`config.mk`:
```
export PLATFORM = sky130hd
export DESIGN_NAME = cpu_presence_map
export DESIGN_NICKNAME = d
export VERILOG_FILES = /design/src/rtl/cpu_presence_pkg.sv /design/src/rtl/cpu_event_decode.sv /design/src/rtl/cpu_map_store.sv /design/src/rtl/cpu_gpe_flag.sv /design/src/rtl/cpu_presence_map.sv
export SDC_FILE = /design/constraint.sdc
export NUM_CORES = 1
export LEC_CHECK = 0
export ABC_AREA = 0
export BUFFER_PORTS_ARGS = -buffer_cell sky130_fd_sc_hd__buf_4
export CAP_MARGIN = 20
export CELL_PAD_IN_SITES_DETAIL_PLACEMENT = 1
export CELL_PAD_IN_SITES_GLOBAL_PLACEMENT = 1
export CORE_ASPECT_RATIO = 1.2
export CORE_MARGIN = 3
export CORE_UTILIZATION = 41
export DETAILED_ROUTE_END_ITERATION = 8
export MAX_ROUTING_LAYER = met4
export PLACE_DENSITY_LB_ADDON = 0.1
export SLEW_MARGIN = 20
export SYNTH_ARGS = -nofsm -noshare
export SYNTH_HDL_FRONTEND = slang
export SYNTH_SLANG_ARGS = --single-unit
```
`constraint.sdc`:
```
create_clock -name clk -period 1.8 [get_ports clk]
set_input_delay 0.18 -clock clk [delete_from_list [all_inputs] [get_ports clk]]
set_output_delay 0.18 -clock clk [all_outputs]
set_load 0.005 [all_outputs]
```
`src/rtl/cpu_presence_pkg.sv`:
```
package cpu_presence_pkg;
    typedef enum logic [0:0] {
        ST_LOAD = 1'b0,
        ST_RUN  = 1'b1
    } ctl_state_t;

    typedef struct packed {
        logic upd;
        logic plug;
    } map_op_t;
endpackage

```
`src/rtl/cpu_event_decode.sv`:
```
module cpu_event_decode #(
    parameter int NUM_IDS = 256,
    parameter int ID_W    = 9,
    localparam int IDX_W  = $clog2(NUM_IDS)
) (
    input  logic                          clk,
    input  logic                          rst_n,
    input  logic                          accept,
    input  logic                          ev_valid,
    input  logic                          ev_plug,
    input  logic [ID_W-1:0]               ev_id,
    output cpu_presence_pkg::map_op_t     op,
    output logic [IDX_W-1:0]              idx,
    output logic                          id_err
);
    localparam logic [ID_W:0] LIMIT = (ID_W+1)'(NUM_IDS);

    logic in_range;
    logic bad_now;

    assign in_range = ({1'b0, ev_id} < LIMIT);
    assign idx      = ev_id[IDX_W-1:0];
    assign op.upd   = accept && ev_valid && in_range;
    assign op.plug  = ev_plug;
    assign bad_now  = accept && ev_valid && !in_range;

    always_ff @(posedge clk) begin
        if (!rst_n) id_err <= 1'b0;
        else        id_err <= bad_now;
    end

    // an out-of-range identifier produces a pulse on the next cycle
    p_bad_id_err_r9: assert property (@(posedge clk) disable iff (!rst_n)
        (accept && ev_valid && (ev_id >= ID_W'(NUM_IDS))) |=> id_err);
    // the pulse never follows a cycle without a bad event
    p_err_needs_bad_r9: assert property (@(posedge clk) disable iff (!rst_n)
        !(accept && ev_valid && (ev_id >= ID_W'(NUM_IDS))) |=> !id_err);
endmodule

```
`src/rtl/cpu_map_store.sv`:
```
module cpu_map_store #(
    parameter int NUM_IDS   = 256,
    localparam int IDX_W    = $clog2(NUM_IDS),
    localparam int NBYTES   = NUM_IDS / 8,
    localparam int ADDR_W   = $clog2(NBYTES)
) (
    input  logic                      clk,
    input  logic                      rst_n,
    input  logic                      load_en,
    input  logic [NUM_IDS-1:0]        boot_mask,
    input  cpu_presence_pkg::map_op_t op,
    input  logic [IDX_W-1:0]          idx,
    input  logic                      acc_en,
    input  logic                      acc_we,
    input  logic [ADDR_W-1:0]         acc_addr,
    output logic [7:0]                rd_data
);
    logic [NUM_IDS-1:0] map_q;
    logic [7:0]         byte_view [NBYTES];

    for (genvar g = 0; g < NBYTES; g++) begin : g_bytes
        assign byte_view[g] = map_q[g*8 +: 8];
    end

    always_ff @(posedge clk) begin
        if (!rst_n) begin
            map_q <= '0;
        end else if (load_en) begin
            map_q <= boot_mask;
        end else if (op.upd) begin
            map_q[idx] <= op.plug;
        end
    end

    always_ff @(posedge clk) begin
        if (!rst_n) begin
            rd_data <= 8'h00;
        end else if (acc_en && !acc_we) begin
            rd_data <= byte_view[acc_addr];
        end
    end

    // plug sets the addressed bit
    p_plug_sets_r3: assert property (@(posedge clk) disable iff (!rst_n)
        (op.upd && op.plug && !load_en) |=> map_q[$past(idx)]);
    // unplug clears the addressed bit
    p_unplug_clears_r4: assert property (@(posedge clk) disable iff (!rst_n)
        (op.upd && !op.plug && !load_en) |=> !map_q[$past(idx)]);
    // a read returns the byte held before the edge
    p_read_old_r7: assert property (@(posedge clk) disable iff (!rst_n)
        (acc_en && !acc_we) |=> rd_data == $past(map_q[{acc_addr, 3'b000} +: 8]));
    // without load or event the bitmap holds
    p_quiet_stable_r8: assert property (@(posedge clk) disable iff (!rst_n)
        (!load_en && !op.upd) |=> $stable(map_q));
    // a write access leaves the read register alone
    p_write_hold_r8: assert property (@(posedge clk) disable iff (!rst_n)
        (!(acc_en && !acc_we)) |=> $stable(rd_data));
endmodule

```
`src/rtl/cpu_gpe_flag.sv`:
```
module cpu_gpe_flag #(
    parameter int GPE_BIT = 2
) (
    input  logic       clk,
    input  logic       rst_n,
    input  logic       set,
    input  logic       clr,
    output logic [7:0] gpe_sts
);
    logic flag_q;

    always_ff @(posedge clk) begin
        if (!rst_n)   flag_q <= 1'b0;
        else if (set) flag_q <= 1'b1;
        else if (clr) flag_q <= 1'b0;
    end

    always_comb begin
        gpe_sts          = 8'h00;
        gpe_sts[GPE_BIT] = flag_q;
    end

    // every accepted event raises the flag
    p_evt_flags_r5: assert property (@(posedge clk) disable iff (!rst_n)
        set |=> gpe_sts[GPE_BIT]);
    // a clear without a concurrent event drops the flag
    p_clr_drops_r6: assert property (@(posedge clk) disable iff (!rst_n)
        (clr && !set) |=> !gpe_sts[GPE_BIT]);
    // only one status bit is ever driven
    p_one_bit_r5: assert property (@(posedge clk) disable iff (!rst_n)
        $countones(gpe_sts) <= 1);
endmodule

```
`src/rtl/cpu_presence_map.sv`:
```
module cpu_presence_map #(
    parameter int NUM_IDS  = 256,
    parameter int ID_W     = 9,
    parameter int GPE_BIT  = 2,
    localparam int IDX_W   = $clog2(NUM_IDS),
    localparam int NBYTES  = NUM_IDS / 8,
    localparam int ADDR_W  = $clog2(NBYTES)
) (
    input  logic                 clk,
    input  logic                 rst_n,
    input  logic [NUM_IDS-1:0]   boot_mask,
    input  logic                 ev_valid,
    input  logic                 ev_plug,
    input  logic [ID_W-1:0]      ev_id,
    input  logic                 acc_en,
    input  logic                 acc_we,
    input  logic [ADDR_W-1:0]    acc_addr,
    output logic [7:0]           rd_data,
    input  logic                 gpe_clr,
    output logic [7:0]           gpe_sts,
    output logic                 id_err
);
    import cpu_presence_pkg::*;

    ctl_state_t state_q, state_d;
    logic       load_en;
    logic       accept;
    map_op_t    op;
    logic [IDX_W-1:0] idx;

    always_ff @(posedge clk) begin
        if (!rst_n) state_q <= ST_LOAD;
        else        state_q <= state_d;
    end

    always_comb begin
        state_d = state_q;
        load_en = 1'b0;
        accept  = 1'b0;
        unique case (state_q)
            ST_LOAD: begin
                load_en = 1'b1;
                state_d = ST_RUN;
            end
            ST_RUN: begin
                accept  = 1'b1;
                state_d = ST_RUN;
            end
            default: state_d = ST_LOAD;
        endcase
    end

    cpu_event_decode #(.NUM_IDS(NUM_IDS), .ID_W(ID_W)) u_decode (
        .clk      (clk),
        .rst_n    (rst_n),
        .accept   (accept),
        .ev_valid (ev_valid),
        .ev_plug  (ev_plug),
        .ev_id    (ev_id),
        .op       (op),
        .idx      (idx),
        .id_err   (id_err)
    );

    cpu_map_store #(.NUM_IDS(NUM_IDS)) u_store (
        .clk       (clk),
        .rst_n     (rst_n),
        .load_en   (load_en),
        .boot_mask (boot_mask),
        .op        (op),
        .idx       (idx),
        .acc_en    (acc_en),
        .acc_we    (acc_we),
        .acc_addr  (acc_addr),
        .rd_data   (rd_data)
    );

    cpu_gpe_flag #(.GPE_BIT(GPE_BIT)) u_gpe (
        .clk     (clk),
        .rst_n   (rst_n),
        .set     (op.upd),
        .clr     (gpe_clr),
        .gpe_sts (gpe_sts)
    );

    // once running, the controller never returns to loading
    p_run_sticks_r1: assert property (@(posedge clk) disable iff (!rst_n)
        (state_q == ST_RUN) |=> (state_q == ST_RUN));
    // loading lasts one cycle
    p_load_once_r1: assert property (@(posedge clk) disable iff (!rst_n)
        (state_q == ST_LOAD) |=> (state_q == ST_RUN));
    // no event is applied while loading
    p_no_evt_in_load_r1: assert property (@(posedge clk) disable iff (!rst_n)
        (state_q == ST_LOAD) |-> !op.upd);
endmodule

```
; ---- Word-level counts from Yosys, hierarchy flattened
; Index checks and enable logic that the tools add are counted.
[totals]
reg_bits = 267
latch_bits = 0
ramBits = 0
mem_bits_ro = 0
input_bits = 277
out_inout_bits = 17
n_memories = 0
[classes]
add_sub_neg = 0
n_mul = 0
n_div = 0
order_cmp = 4
eq_ne = 1
shift = 0
n_mux = 12
bitwise_logic = 1
reduce_logical = 8
[op_table]
columns = operator, count
row1 = $mux W256, 2
row2 = $bwmux W256, 1
row3 = $bmux W8 S5, 1
row4 = $mux W8, 2
row5 = $lt A8 B9 Y1 const B, 1
row6 = $lt A9 B9 Y1 const B, 1
row7 = $demux W1 S8, 1
row8 = $ge A8 B1 Y1 const B, 1
row9 = $ge A6 B6 Y1 const B, 1
row10 = $not A5 Y6, 1
row11 = $logic_and A1 B1 Y1, 5
row12 = $mux W1, 5
row13 = $logic_not A1 Y1, 2
row14 = $ne A2 B1 Y1 const B, 1
row15 = $reduce_bool A2 Y1, 1

; ---- Depth between registers and ports, before layout
[logic_depth]
depth_word = 7
depth_mapped = 8
depth_no_buf = 5

; ---- Cells and area by module
; A second synthesis with hierarchy kept.
[hier_totals]
hier_cells = 1920
area_unflattened_um2 = 15528.6
[modules_own_cells]
columns = mod, instances, cells_each, area_per_inst_um2, seq_area_each_um2
row1 = cpu_map_store, 1, 1894, 15294.7, 5285.1
row2 = cpu_event_decode, 1, 12, 105.1, 20.0
row3 = cpu_gpe_flag, 1, 12, 105.1, 20.0
row4 = cpu_presence_map, 1, 2, 23.8, 20.0

; ---- Worst setup path before layout
; Ideal clock, no wire load.
[synth_path]
path_kind = reg-to-reg
from = register state_q
to = register u_store.map_q[56]
arrival_ns = 1.612
path_slack_ns = 0.102
stages_incl_launch_ff = 7
n_path_buf = 1
synth_period_minus_slack_ns = 1.698
path_cell_list = dfxtp_1 nand3b_1 nor3_1 clkbuf_1 nand2_1 mux2i_1 a211oi_1
[synth_between]
elab_chain_len = 4
elab_cells_between_ends = 5
cone_classes = 1 x eq/ne / 2 x mux / 2 x reduce/logical
[synth_lines]
columns = item, line
row1 = "start, declared", cpu_presence_map.sv:25  ; ctl_state_t state_q, state_d;
row2 = "start signal, assigned", cpu_presence_map.sv:33  ; else state_q <= state_d;
row3 = $mux W1, cpu_presence_map.sv:40  ; unique case (state_q)
row4 = $logic_and A1 B1 Y1 (2 in series), cpu_event_decode.sv:23  ; assign op.upd = accept && ev_valid && in_range;
row5 = $ne A2 B1 Y1 (no source line), -
row6 = "end signal, assigned", cpu_map_store.sv:29  ; map_q <= boot_mask;
row7 = "end signal, assigned by index", cpu_map_store.sv:31  ; map_q[idx] <= op.plug;
row8 = "end, declared", cpu_map_store.sv:18  ; logic [NUM_IDS-1:0] map_q;
; Parallel ways exist; a longest one is shown, timed or not.
; A chain may end at the register's enable or synchronous reset.

; ---- Worst setup path in the final report
[layout_path]
from = register state_q
to = register u_store.map_q[145]
; The elaborated chain is that of the path after synthesis.

==> impl_metrics.json <==
{
  "violations": "hold timing, setup timing",
  "crit_required_ps": 2300,
  "rsz0062_at_grt": "yes",
  "cts.clk_slew.worst_paths_ps": 70,
  "setup_ws_ps": -323,
  "grt_pass1_wl_mm": 128,
  "place_hpwl_mm": 52.0,
  "power.internal_mw": 11.7,
  "maxCapViolCount": 0,
  "postSynthCellCount": 2094,
  "first_iter_violations": 2845,
  "drtAntennaViolNets": 0,
  "synth-adder-area-share": 0,
  "viasPerCell": 7.02,
  "drt-pass1-iter-count": 8,
  "synthSimpleGateAreaFrac": 0.282,
  "p_per_area_mw_per_mm2": 693,
  "yosys_warnings": 0,
  "pwr-share-seq": 0.391,
  "worstPathMaxFanout": 8,
  "clk_path_buf_depth": 3,
  "top_usage_layer": "met2",
  "muxShareOfSynthArea": 0.0884,
  "fin_hold_ws_ps": -12.0,
  "num_rows": 77,
  "layout_commonest_cell": "buf_4",
  "multi_input_area_mm2": 0.0104,
  "drive_above_1_share": 0.298,
  "timing.reg2reg.setup_slack_ps": -320,
  "synth_compound_area_frac": 0.221,
  "maxSlewHeadroom": 0.394,
  "path_delay_family": "buffers and inverters",
  "final-hold-violation-count": 3,
  "grt_max_degree": 107,
  "routed_wl_mm": 106,
  "ys_ff_latch": 267,
  "postPlaceCellArea_mm2": 0.0194,
  "power_switching_mw": 5.54,
  "min_period_ps": 2120,
  "synth.distinct_cells": 37,
  "fin_crit_sh": 1.18,
  "outcome": "finished with violations",
  "use_met1": 0.516,
  "die_w_um": 183,
  "core_area_mm2": 0.0370,
  "max_stage_delay_ps": 400,
  "endpoint": "u_store.map_q[145]$_SDFFE_PN0P_",
  "fin_nets": 2965,
  "min_path_type": "input port to flop",
  "regArea_mm2": 0.00535,
  "ctsRootBufferMaster": "clkbuf_16",
  "initial_utilization": 0.416,
  "r2r_end": "u_store.map_q[145]$_SDFFE_PN0P_",
  "drc": 0,
  "report.final.setup_viol": 232,
  "wl_per_cell_um": 33.2,
  "cp_num_buf_inv": 4,
  "area_delta_synth_final_pct": 61.5,
  "crit_cells": 8,
  "cts_tree": "yes",
  "fmax_mhz": 471,
  "fp.dieH_um": 218,
  "path_class": "flop to flop",
  "reg2reg_from": "state_q$_DFF_P_",
  "p_comb_frac": 0.225,
  "p_leak_nw": 9.41,
  "crit_start": "state_q$_DFF_P_",
  "peakVddDrop_v": 0.000850,
  "path_cells": "nand3b_1 -> buf_6 -> nor3b_4 -> buf_6 -> buf_12 -> clkbuf_16 -> nand3_1 -> a311oi_1",
  "antenna_found_initial": 3,
  "endpoint_kind": "flop",
  "swShare": 0.322,
  "dieArea_mm2": 0.0399,
  "syn-cell-area_mm2": 0.0154,
  "max_slew.worst_pin.slew_ps": 896,
  "cp_slowest_cell": "a311oi_1",
  "pre_cts_ws_ps": -325,
  "syn_area_per_cell_um2": 7.35,
  "ios": 294,
  "cts.sinks": 267,
  "vias": 22400,
  "synth_top_family_by_area": "simple AND/OR/NAND/NOR gates",
  "grt_usage": 0.420,
  "final_area_mm2": 0.0249,
  "grt_pass1_vias": 21000,
  "synthXorXnorAreaFrac": 0,
  "portBuffers": 286,
  "yosysSeqAreaShare": 0.347,
  "startpoint_type": "flop",
  "crit_top_cell": "buf_6",
  "gp_congestion": 0.927,
  "grtUsageMet3": 0.0619,
  "synth.area.top_cells": "dfxtp_1, a311oi_1, nand2_1",
  "finClkSkew_ps": 51.2,
  "p_clk_frac": 0.384,
  "clk_latency_ps": 630,
  "grtUsageMet2": 0.693,
  "fillers": 4178,
  "final-max-slew-violation-count": 0,
  "htree_levels": 1,
  "cts-buffers-inserted": 31,
  "synth_top_area_cell": "dfxtp_1",
  "worstHoldPathCells": 3,
  "rr_worst_depth": 8,
  "grt_remaining_overflow": 0,
  "final_cell_mix": "buf_4, nand2_1, nor2_1",
  "synth_top_area_share": 0.347,
  "cp.arrival_ps": 2620
}
## synth_stat cells, drive strengths merged
cell type and n:
a211oi 8, a21oi 41, a22oi 64, a311oi 248, and2 2, and3 1, and3b 1, and4 1
and4bb 4, buf 42, clkbuf 186, clkinv 1, conb 1, dfxtp 267, mux2i 136, nand2 376
nand2b 5, nand3 248, nand3b 2, nand4 1, nand4b 4, nand4bb 6, nor2 322, nor2b 5
nor3 3, nor3b 2, nor4 1, nor4b 4, o21ai 96, or2 2, or3 1, or4 9
or4b 4
## flip-flops by register name (all words and copies together), names as in the netlist
name and count:
u_store.map_q 256, u_store.rd_data 8, state_q 1, u_decode.id_err 1, u_gpe.flag_q 1
## metrics by stage
stage                     setup TNS [ps]   util  total power [mW]  hold slack [ps]  instances
after CTS                           -142  0.619              16.2            0.965       3146
after floorplan                        0      -              8.03              208       2100
after detailed placement          -21080  0.523              9.49              437       2844
after global placement            -12340  0.523              9.43              434       2844
after global routing              -27110  0.672              17.4            -5.28       3187
final                             -28130  0.672              17.2            -12.0       3189
## worst reg2reg max path, stage by stage, from the launching register on
cell and delay [ps]:
dfxtp_4 380, nand3b_1 170, buf_6 190, nor3b_4 260, buf_6 190, buf_12 130, clkbuf_16 180, nand3_1 90
a311oi_1 400
## routing by layer
| metal | routed length (um) | vias up |
|---|---|---|
| met4 | 9650 | 0 |
| met2 | 47600 | 2055 |
| li1 | - | 8809 |
| met3 | 12300 | 790 |
| met5 | 0 | - |
| met1 | 36500 | 10700 |
## worst min-delay path by stage
stage,to,start,slack [ps]
after floorplan,state_q$_DFF_P_,rst_n,210
after global placement,state_q$_DFF_P_,rst_n,430
after detailed placement,state_q$_DFF_P_,rst_n,440
after CTS,u_store.map_q[56]$_SDFFE_PN0P_,boot_mask[56],1
after global routing,u_store.map_q[201]$_SDFFE_PN0P_,boot_mask[201],-5
final,u_store.map_q[60]$_SDFFE_PN0P_,boot_mask[60],-10
## power groups by stage
| stage | Clock, mW | Sequential [mW] | Combinational, mW |
|---|---|---|---|
| floorplan | 0 | 6.60 | 1.43 |
| global placement | 0 | 6.77 | 2.66 |
| detailed placement | 0 | 6.76 | 2.74 |
| CTS | 6.35 | 6.64 | 3.20 |
| global route | 6.72 | 6.72 | 3.99 |
| finish | 6.62 | 6.73 | 3.88 |
## final cells by class
cell class	count	area share
antenna	6	0.000604
clock buffer	44	0.0364
clock inverter	10	0.00317
inverter	1	0.000352
multi-input combinational	1604	0.418
sequential	267	0.215
tap	474	0.0239
timing repair buffer	783	0.303
## logic make-up (layout without fill, tap and decap cells)
logic type      after synthesis  after routing
simple gates               1004           1004
buf+inv                     229            838
mux                         136            136
other cells                   1             13
compound gates              457            457
flops                       267            267
## repair_timing
action                     in CTS  in global routing
setup endpoints to repair     170                191
hold buffers                  238                  0
hold endpoints to repair      245                  0
setup buffers                   8                 22
cloned                          2                 20
gates resized for setup        13                274
pin swaps                       7                 65
No activity file was read; power rests on OpenSTA's default activity.
